$ cat src/rtl/sbw_pkg.sv
package sbw_pkg;
  typedef enum logic [1:0] {
    ST_RUN    = 2'd0,
    ST_SBY    = 2'd1,
    ST_SETTLE = 2'd2,
    ST_WAKE   = 2'd3
  } sbw_state_e;
endpackage

$ cat src/rtl/sbw_edge_qual.sv
module sbw_edge_qual #(
  parameter int N  = 8,
  parameter int PW = 4
) (
  input  logic          clk,
  input  logic          rst,
  input  logic          snap,
  input  logic [N-1:0]  sig,
  input  logic [N-1:0]  rise,
  input  logic [N*PW-1:0] pri,
  input  logic [PW-1:0] mask,
  output logic [N-1:0]  hit
);
  logic [N-1:0] ref_q;

  always_ff @(posedge clk) begin
    if (rst) ref_q <= '0;
    else if (snap) ref_q <= sig;
  end

  for (genvar i = 0; i < N; i++) begin : g_line
    logic moved;
    logic pri_ok;
    assign moved  = rise[i] ? (~ref_q[i] & sig[i]) : (ref_q[i] & ~sig[i]);
    assign pri_ok = pri[i*PW +: PW] > mask;
    assign hit[i] = moved & pri_ok;
  end
endmodule

$ cat src/rtl/sbw_src_pick.sv
module sbw_src_pick #(
  parameter int N  = 8,
  localparam int IW = $clog2(N),
  localparam int SW = IW + 1
) (
  input  logic          nmi_hit,
  input  logic [N-1:0]  irq_hit,
  output logic          vld,
  output logic [SW-1:0] src
);
  always_comb begin
    vld = nmi_hit | (|irq_hit);
    src = '0;
    for (int i = N - 1; i >= 0; i--) begin
      if (irq_hit[i]) src = {1'b0, IW'(i)};
    end
    if (nmi_hit) src = {1'b1, {IW{1'b0}}};
  end
endmodule

$ cat src/rtl/sbw_settle_cnt.sv
module sbw_settle_cnt #(
  parameter int BASE_LOG = 8,
  parameter int STEP_LOG = 2,
  parameter int SEL_W    = 3,
  localparam int MAX_SH  = BASE_LOG + STEP_LOG * ((1 << SEL_W) - 1),
  localparam int CW      = MAX_SH + 1
) (
  input  logic             clk,
  input  logic             rst,
  input  logic             load,
  input  logic [SEL_W-1:0] sel,
  input  logic             run,
  output logic             done
);
  logic [SEL_W-1:0] sel_q;
  logic [CW-1:0]    cnt_q;
  logic [CW-1:0]    lim;

  always_ff @(posedge clk) begin
    if (rst) begin
      sel_q <= '0;
      cnt_q <= '0;
    end else begin
      if (load) sel_q <= sel;
      if (!run) cnt_q <= '0;
      else      cnt_q <= cnt_q + CW'(1);
    end
  end

  always_comb lim = (CW'(1) << (BASE_LOG + STEP_LOG * int'(sel_q))) - CW'(1);

  assign done = run && (cnt_q == lim);


  cnt_bound_chk: assert property (@(posedge clk) disable iff (rst)
    run |-> (cnt_q <= lim));


  sel_hold_chk: assert property (@(posedge clk) disable iff (rst)
    (run && $past(run)) |-> $stable(sel_q));
endmodule

$ cat src/rtl/stby_wake_ctrl.sv
module stby_wake_ctrl
  import sbw_pkg::*;
#(
  parameter int NIRQ     = 8,
  parameter int PW       = 4,
  parameter int SEL_W    = 3,
  parameter int BASE_LOG = 8,
  parameter int STEP_LOG = 2,
  localparam int SW      = $clog2(NIRQ) + 1
) (
  input  logic              clk,
  input  logic              rst,
  input  logic              sby_req,
  input  logic [SEL_W-1:0]  clk_sel,
  input  logic              nmi,
  input  logic              nmi_rise,
  input  logic [NIRQ-1:0]   irq,
  input  logic [NIRQ-1:0]   irq_rise,
  input  logic [NIRQ*PW-1:0] irq_pri,
  input  logic [PW-1:0]     cpu_mask,
  output logic              osc_en,
  output logic              chip_clk_en,
  output logic              wake_vld,
  output logic [SW-1:0]     wake_src,
  output logic              por_exc
);
  sbw_state_e state_q, state_d;
  logic       enter;
  logic       nmi_hit;
  logic [NIRQ-1:0] irq_hit;
  logic       pick_vld;
  logic [SW-1:0] pick_src;
  logic       settle_done;
  logic       rst_seen_q;

  assign enter = (state_q == ST_RUN) && sby_req;

  // NMI: priority forced above any mask so it always passes the gate
  sbw_edge_qual #(.N(1), .PW(PW)) u_nmi_qual (
    .clk(clk), .rst(rst), .snap(enter),
    .sig(nmi), .rise(nmi_rise),
    .pri({PW{1'b1}}), .mask({PW{1'b0}}),
    .hit(nmi_hit)
  );

  sbw_edge_qual #(.N(NIRQ), .PW(PW)) u_irq_qual (
    .clk(clk), .rst(rst), .snap(enter),
    .sig(irq), .rise(irq_rise),
    .pri(irq_pri), .mask(cpu_mask),
    .hit(irq_hit)
  );

  sbw_src_pick #(.N(NIRQ)) u_pick (
    .nmi_hit(nmi_hit), .irq_hit(irq_hit),
    .vld(pick_vld), .src(pick_src)
  );

  sbw_settle_cnt #(.BASE_LOG(BASE_LOG), .STEP_LOG(STEP_LOG), .SEL_W(SEL_W)) u_cnt (
    .clk(clk), .rst(rst), .load(enter), .sel(clk_sel),
    .run(state_q == ST_SETTLE), .done(settle_done)
  );

  always_comb begin
    state_d = state_q;
    unique case (state_q)
      ST_RUN:    if (sby_req)     state_d = ST_SBY;
      ST_SBY:    if (pick_vld)    state_d = ST_SETTLE;
      ST_SETTLE: if (settle_done) state_d = ST_WAKE;
      ST_WAKE:                    state_d = ST_RUN;
      default:                    state_d = ST_RUN;
    endcase
  end

  always_ff @(posedge clk) begin
    if (rst) begin
      state_q     <= ST_RUN;
      osc_en      <= 1'b1;
      chip_clk_en <= 1'b1;
      wake_vld    <= 1'b0;
      wake_src    <= '0;
      por_exc     <= 1'b0;
      rst_seen_q  <= 1'b1;
    end else begin
      state_q     <= state_d;
      osc_en      <= (state_d != ST_SBY);
      chip_clk_en <= (state_d == ST_RUN) || (state_d == ST_WAKE);
      wake_vld    <= (state_d == ST_WAKE);
      if (state_q == ST_SBY && pick_vld) wake_src <= pick_src;
      por_exc     <= rst_seen_q;
      rst_seen_q  <= 1'b0;
    end
  end


  rst_cancel_chk: assert property (@(posedge clk)
    rst |=> (osc_en && chip_clk_en && !wake_vld));


  entry_chk: assert property (@(posedge clk) disable iff (rst)
    enter |=> (!osc_en && !chip_clk_en));


  gate_order_chk: assert property (@(posedge clk) disable iff (rst)
    !osc_en |-> !chip_clk_en);


  wake_pulse_chk: assert property (@(posedge clk) disable iff (rst)
    wake_vld |=> !wake_vld);


  wake_clk_chk: assert property (@(posedge clk) disable iff (rst)
    wake_vld |-> chip_clk_en);


  por_pulse_chk: assert property (@(posedge clk) disable iff (rst)
    por_exc |=> !por_exc);
endmodule

$ cat config.mk
export PLATFORM = sky130hd
export DESIGN_NAME = stby_wake_ctrl
export DESIGN_NICKNAME = d
export VERILOG_FILES = /design/src/rtl/sbw_pkg.sv /design/src/rtl/sbw_edge_qual.sv /design/src/rtl/sbw_src_pick.sv /design/src/rtl/sbw_settle_cnt.sv /design/src/rtl/stby_wake_ctrl.sv
export SDC_FILE = /design/constraint.sdc
export NUM_CORES = 1
export LEC_CHECK = 0
export ABC_AREA = 1
export CAP_MARGIN = 20
export CORE_ASPECT_RATIO = 0.6
export CORE_UTILIZATION = 40
export CTS_CLUSTER_SIZE = 25
export DETAILED_ROUTE_END_ITERATION = 7
export GPL_TIMING_DRIVEN = 0
export PLACE_DENSITY = 0.65
export RECOVER_POWER = 25
export SYNTH_ARGS = -nofsm -noshare
export SYNTH_HDL_FRONTEND = slang
export SYNTH_SLANG_ARGS = --single-unit
$ cat constraint.sdc
create_clock -name clk -period 3.06 [get_ports clk]
set_clock_uncertainty 0.1 [all_clocks]
set_input_delay 0.612 -clock clk [delete_from_list [all_inputs] [get_ports clk]]
set_output_delay 0.612 -clock clk [all_outputs]
set_load 0.005 [all_outputs]
==> key figures <==
Floorplanning
  – Die Ht: 71.0 um
  – Initial Utilization: 42.5%
  – Std cell rows: 24
  – Die width: 117 um
  – Top Ports: 68
  – Core area: 7480 um^2
  – Die Area: 8320 um^2

CTS
  – Clock buffer depth: 2
  – TritonCTS Buffers: 5
  – CTS Root Cell: clkbuf_16
  – Hold-fix buffers at CTS: 0
  – H-tree depth: 2
  – Reg clk slew, reported paths: 70 ps
  – Latest clock arrival within the worst-skew pair: 290 ps
  – CTS sink cnt: 46
  – CTS tree: built

Drt
  – Avg WL per Cell: 12.1 um
  – Vias/cell: 4.82
  – Max Used Layer: met4
  – Drt first pass iters: 4
  – Initial drt markers: 151
  – Drt drc: 0
  – DRT met1 WL: 4130 um
  – Met2 WL post-DR: 3310 um
  – Antenna Nets Post-Route: 0
  – Routed via count: 3159
  – Metal3 WL: 371 um
  – Final wirelength: 7940 um

Timing
  – Worst Setup Slack, final: 126 ps
  – Final hold slack: 304 ps
  – Worst-margin pin slew: 592 ps
  – Final cycle utilization of the critical path: 95.9%
  – Tmin final: 2930 ps
  – Setup TNS: 0 ps
  – Top achievable clock speed: 341 MHz
  – Count of final setup violators: 0
  – Final hold vios: 0
  – Relative slew margins: 60.5%
  – Max Slew Vio Count: 0

Setup path
  – CP Launch Type: primary input
  – Critical-path cell list: clkdlybuf4s50_1 > clkinvlp_4 > buf_4 > ha_4 > nand2_1 > nor2_1 > a21oi_1 > nand2_1 > nand2_1 > nor2_1 > nand2_1 > nand2_1 > nand2_2 > nor2_4 > inv_2 > ha_1 > nand2_1
  – CP peak stage delay: 500 ps
  – Cell mode on critical path: nand2_1
  – Max FO, Critical Path: 6
  – CP max stage cell: clkdlybuf4s50_1
  – Critical path endpoint category: register
  – Top Family by Delay on Critical Path: simple AND/OR/NAND/NOR gates
  – Crit Path Class: primary input to register
  – Critical Path AT: 3000 ps
  – Buf/Inv on CP: 4
  – Data required time of the worst path: 3120 ps

Logic synthesis
  – Synth Area in XOR/XNOR: 3.03%
  – Main combinational cell family by area after synthesis: simple AND/OR/NAND/NOR gates
  – Mapped Area: 3180 um^2
  – Simple-gate area share of the yosys netlist: 30.8%
  – Mux cell area share after synthesis: 0%
  – Yosys cell types: 33
  – Adder-Cell Fraction of Synth Area: 14.2%
  – Syn_area_per_cell: 6.75 um^2
  – Synth Instances: 471
  – Syn. warnings: 0
  – Sequential share of the synthesized area: 29.0%
  – Synth Area in Compound Gates: 12.7%
  – Seq cells post-synth: 46
  – Synthesized Nets: 567

Placement
  – Routability Congestion: 0.797
  – Cells after DPL: 642
  – Detailed-placement wirelength estimate: 6520 um
  – Port-buffer cells: 67
  – Setup WS pre-CTS: -299 ps

Global routing
  – First-pass GRT wire length: 13200 um
  – GR Util All Layers: 20.7%
  – Initial antenna violation count: 0
  – Number of global-route vias before repair: 2875
  – Largest net degree at the start of global routing: 17
  – GR Overflow Total: 0

Finish
  – Layout Utilization: 56.8%
  – # diodes: 0
  – Final Non-Filler Cells: 656
  – Fin nets: 647
  – Area growth syn-to-layout: 33.5%
  – Layout cells sized above 1: 7.79%

Power
  – Pwr per Cell Area: 392 nW/um^2
  – Peak VDD IR: 0.238 mV
  – Lkg Pwr: 1.90 nW

Worst hold path
  – Hold Path Class: register to register

Run status
  – Status: finished, final reports clean

Run
  – Max Cap Viol: 0
[registers in the layout, indices dropped and copies added (netlist names), 2 cells and up]
name	cells
u_cnt.sel_q	3
wake_src	4
u_irq_qual.ref_q	8
u_cnt.cnt_q	23
state_q	2
[kinds of logic after synthesis]
group           count (synthesis)
simple gates                  214
compound gates                 77
xor+xnor                       11
fa+ha+maj                      36
flops                          46
buf+inv                        87
[worst register-to-register path: stages, from the launching register on]
cell,delay [ps]
dfxtp_1,300
buf_2,180
nand2_1,140
xor2_1,170
nor2_1,110
o211ai_1,90
nor2_1,160
nand4_1,100
nand3_1,170
ha_1,250
nand2_1,80
[cell usage in the layout, fill, tap and decap left out, types with 3 or more instances in the layout]
cell type and instances:
a21oi_1 36, buf_4 4, clkbuf_1 6, clkbuf_16 5
clkdlybuf4s50_1 61, clkinvlp_4 4, dfxtp_1 46, dlygate4sd3_1 4
ha_1 33, ha_4 3, inv_1 75, nand2_1 92
nand2_2 5, nand3_1 24, nand3_2 3, nand3b_1 3
nand4_1 6, nor2_1 57, nor2_2 3, nor2_4 4
nor3_1 6, o21ai_0 28, o21ai_1 5, o21bai_1 3
xor2_1 9
[cells in the mapped netlist, drive strengths merged]
library cell | count | area (um^2)
buf | 2 | 8.75
nor3b | 3 | 27.5
xor2 | 9 | 78.8
o211ai | 2 | 15.0
ha | 36 | 450
nor3 | 9 | 66.3
nand4 | 6 | 37.5
nor4 | 1 | 6.26
or2 | 4 | 25.0
clkinv | 2 | 7.51
o21bai | 3 | 22.5
nand2 | 97 | 374
a21oi | 37 | 185
dfxtp | 46 | 921
o21ai | 33 | 165
nor2 | 64 | 270
clkbuf | 5 | 18.8
nand3 | 27 | 150
xnor2 | 2 | 17.5
a21o | 2 | 15.0
inv | 78 | 293
nand3b | 3 | 22.5
[path summary, 6_finish.rpt]
check,end,from,cells after the start,slack [ps]
max reg2reg,chip_clk_en$_SDFF_PP1_,u_cnt.sel_q[2]$_SDFFE_PP0P_,10,1160
min reg2reg,por_exc$_SDFF_PP0_,rst_seen_q$_DFF_P_,2,300
max,chip_clk_en$_SDFF_PP1_,cpu_mask[3],17,130
min,por_exc$_SDFF_PP0_,rst_seen_q$_DFF_P_,2,300
[power by group]
group          switching [mW]  total [mW]  internal (mW)
combinational           0.241       0.456          0.215
clock                   0.244       0.549          0.306
sequential             0.0211       0.660          0.639
total                   0.505        1.67           1.16
[per-layer routing]
layer,global-route usage (%),up-vias
met2,31.6,71
met4,5.91,0
met5,0,-
met3,3.94,12
li1,-,1675
met1,29.6,1401
[area by class of cell]
type / instances / area (um^2)
Sequential cell: 46 / 921
Clock inverter: 3 / 23.8
Timing Repair Buffer: 73 / 728
Inverter: 80 / 308
Clock buffer: 5 / 125
Buffer: 7 / 27.5
Tap cell: 104 / 130
Multi-Input combinational cell: 338 / 1980
Fill cell: 738 / 3230
[through the flow]
| stage | total power, mW | instance area (um^2) |
|---|---|---|
| 4_1_cts | 1.66 | 4130 |
| 3_5_place_dp | 1.11 | 3980 |
| 6_report | 1.67 | 4240 |
| 2_1_floorplan | 0.916 | 3180 |
| 5_1_grt | 1.78 | 4240 |
| 3_3_place_gp | 1.09 | 3980 |
[repair_timing]
item | in CTS | in global routing
gates resized for setup | 0 | 13
setup endpoints to repair | 0 | 4
buffers inserted | 0 | 6
No activity file was read; power rests on OpenSTA's default activity.
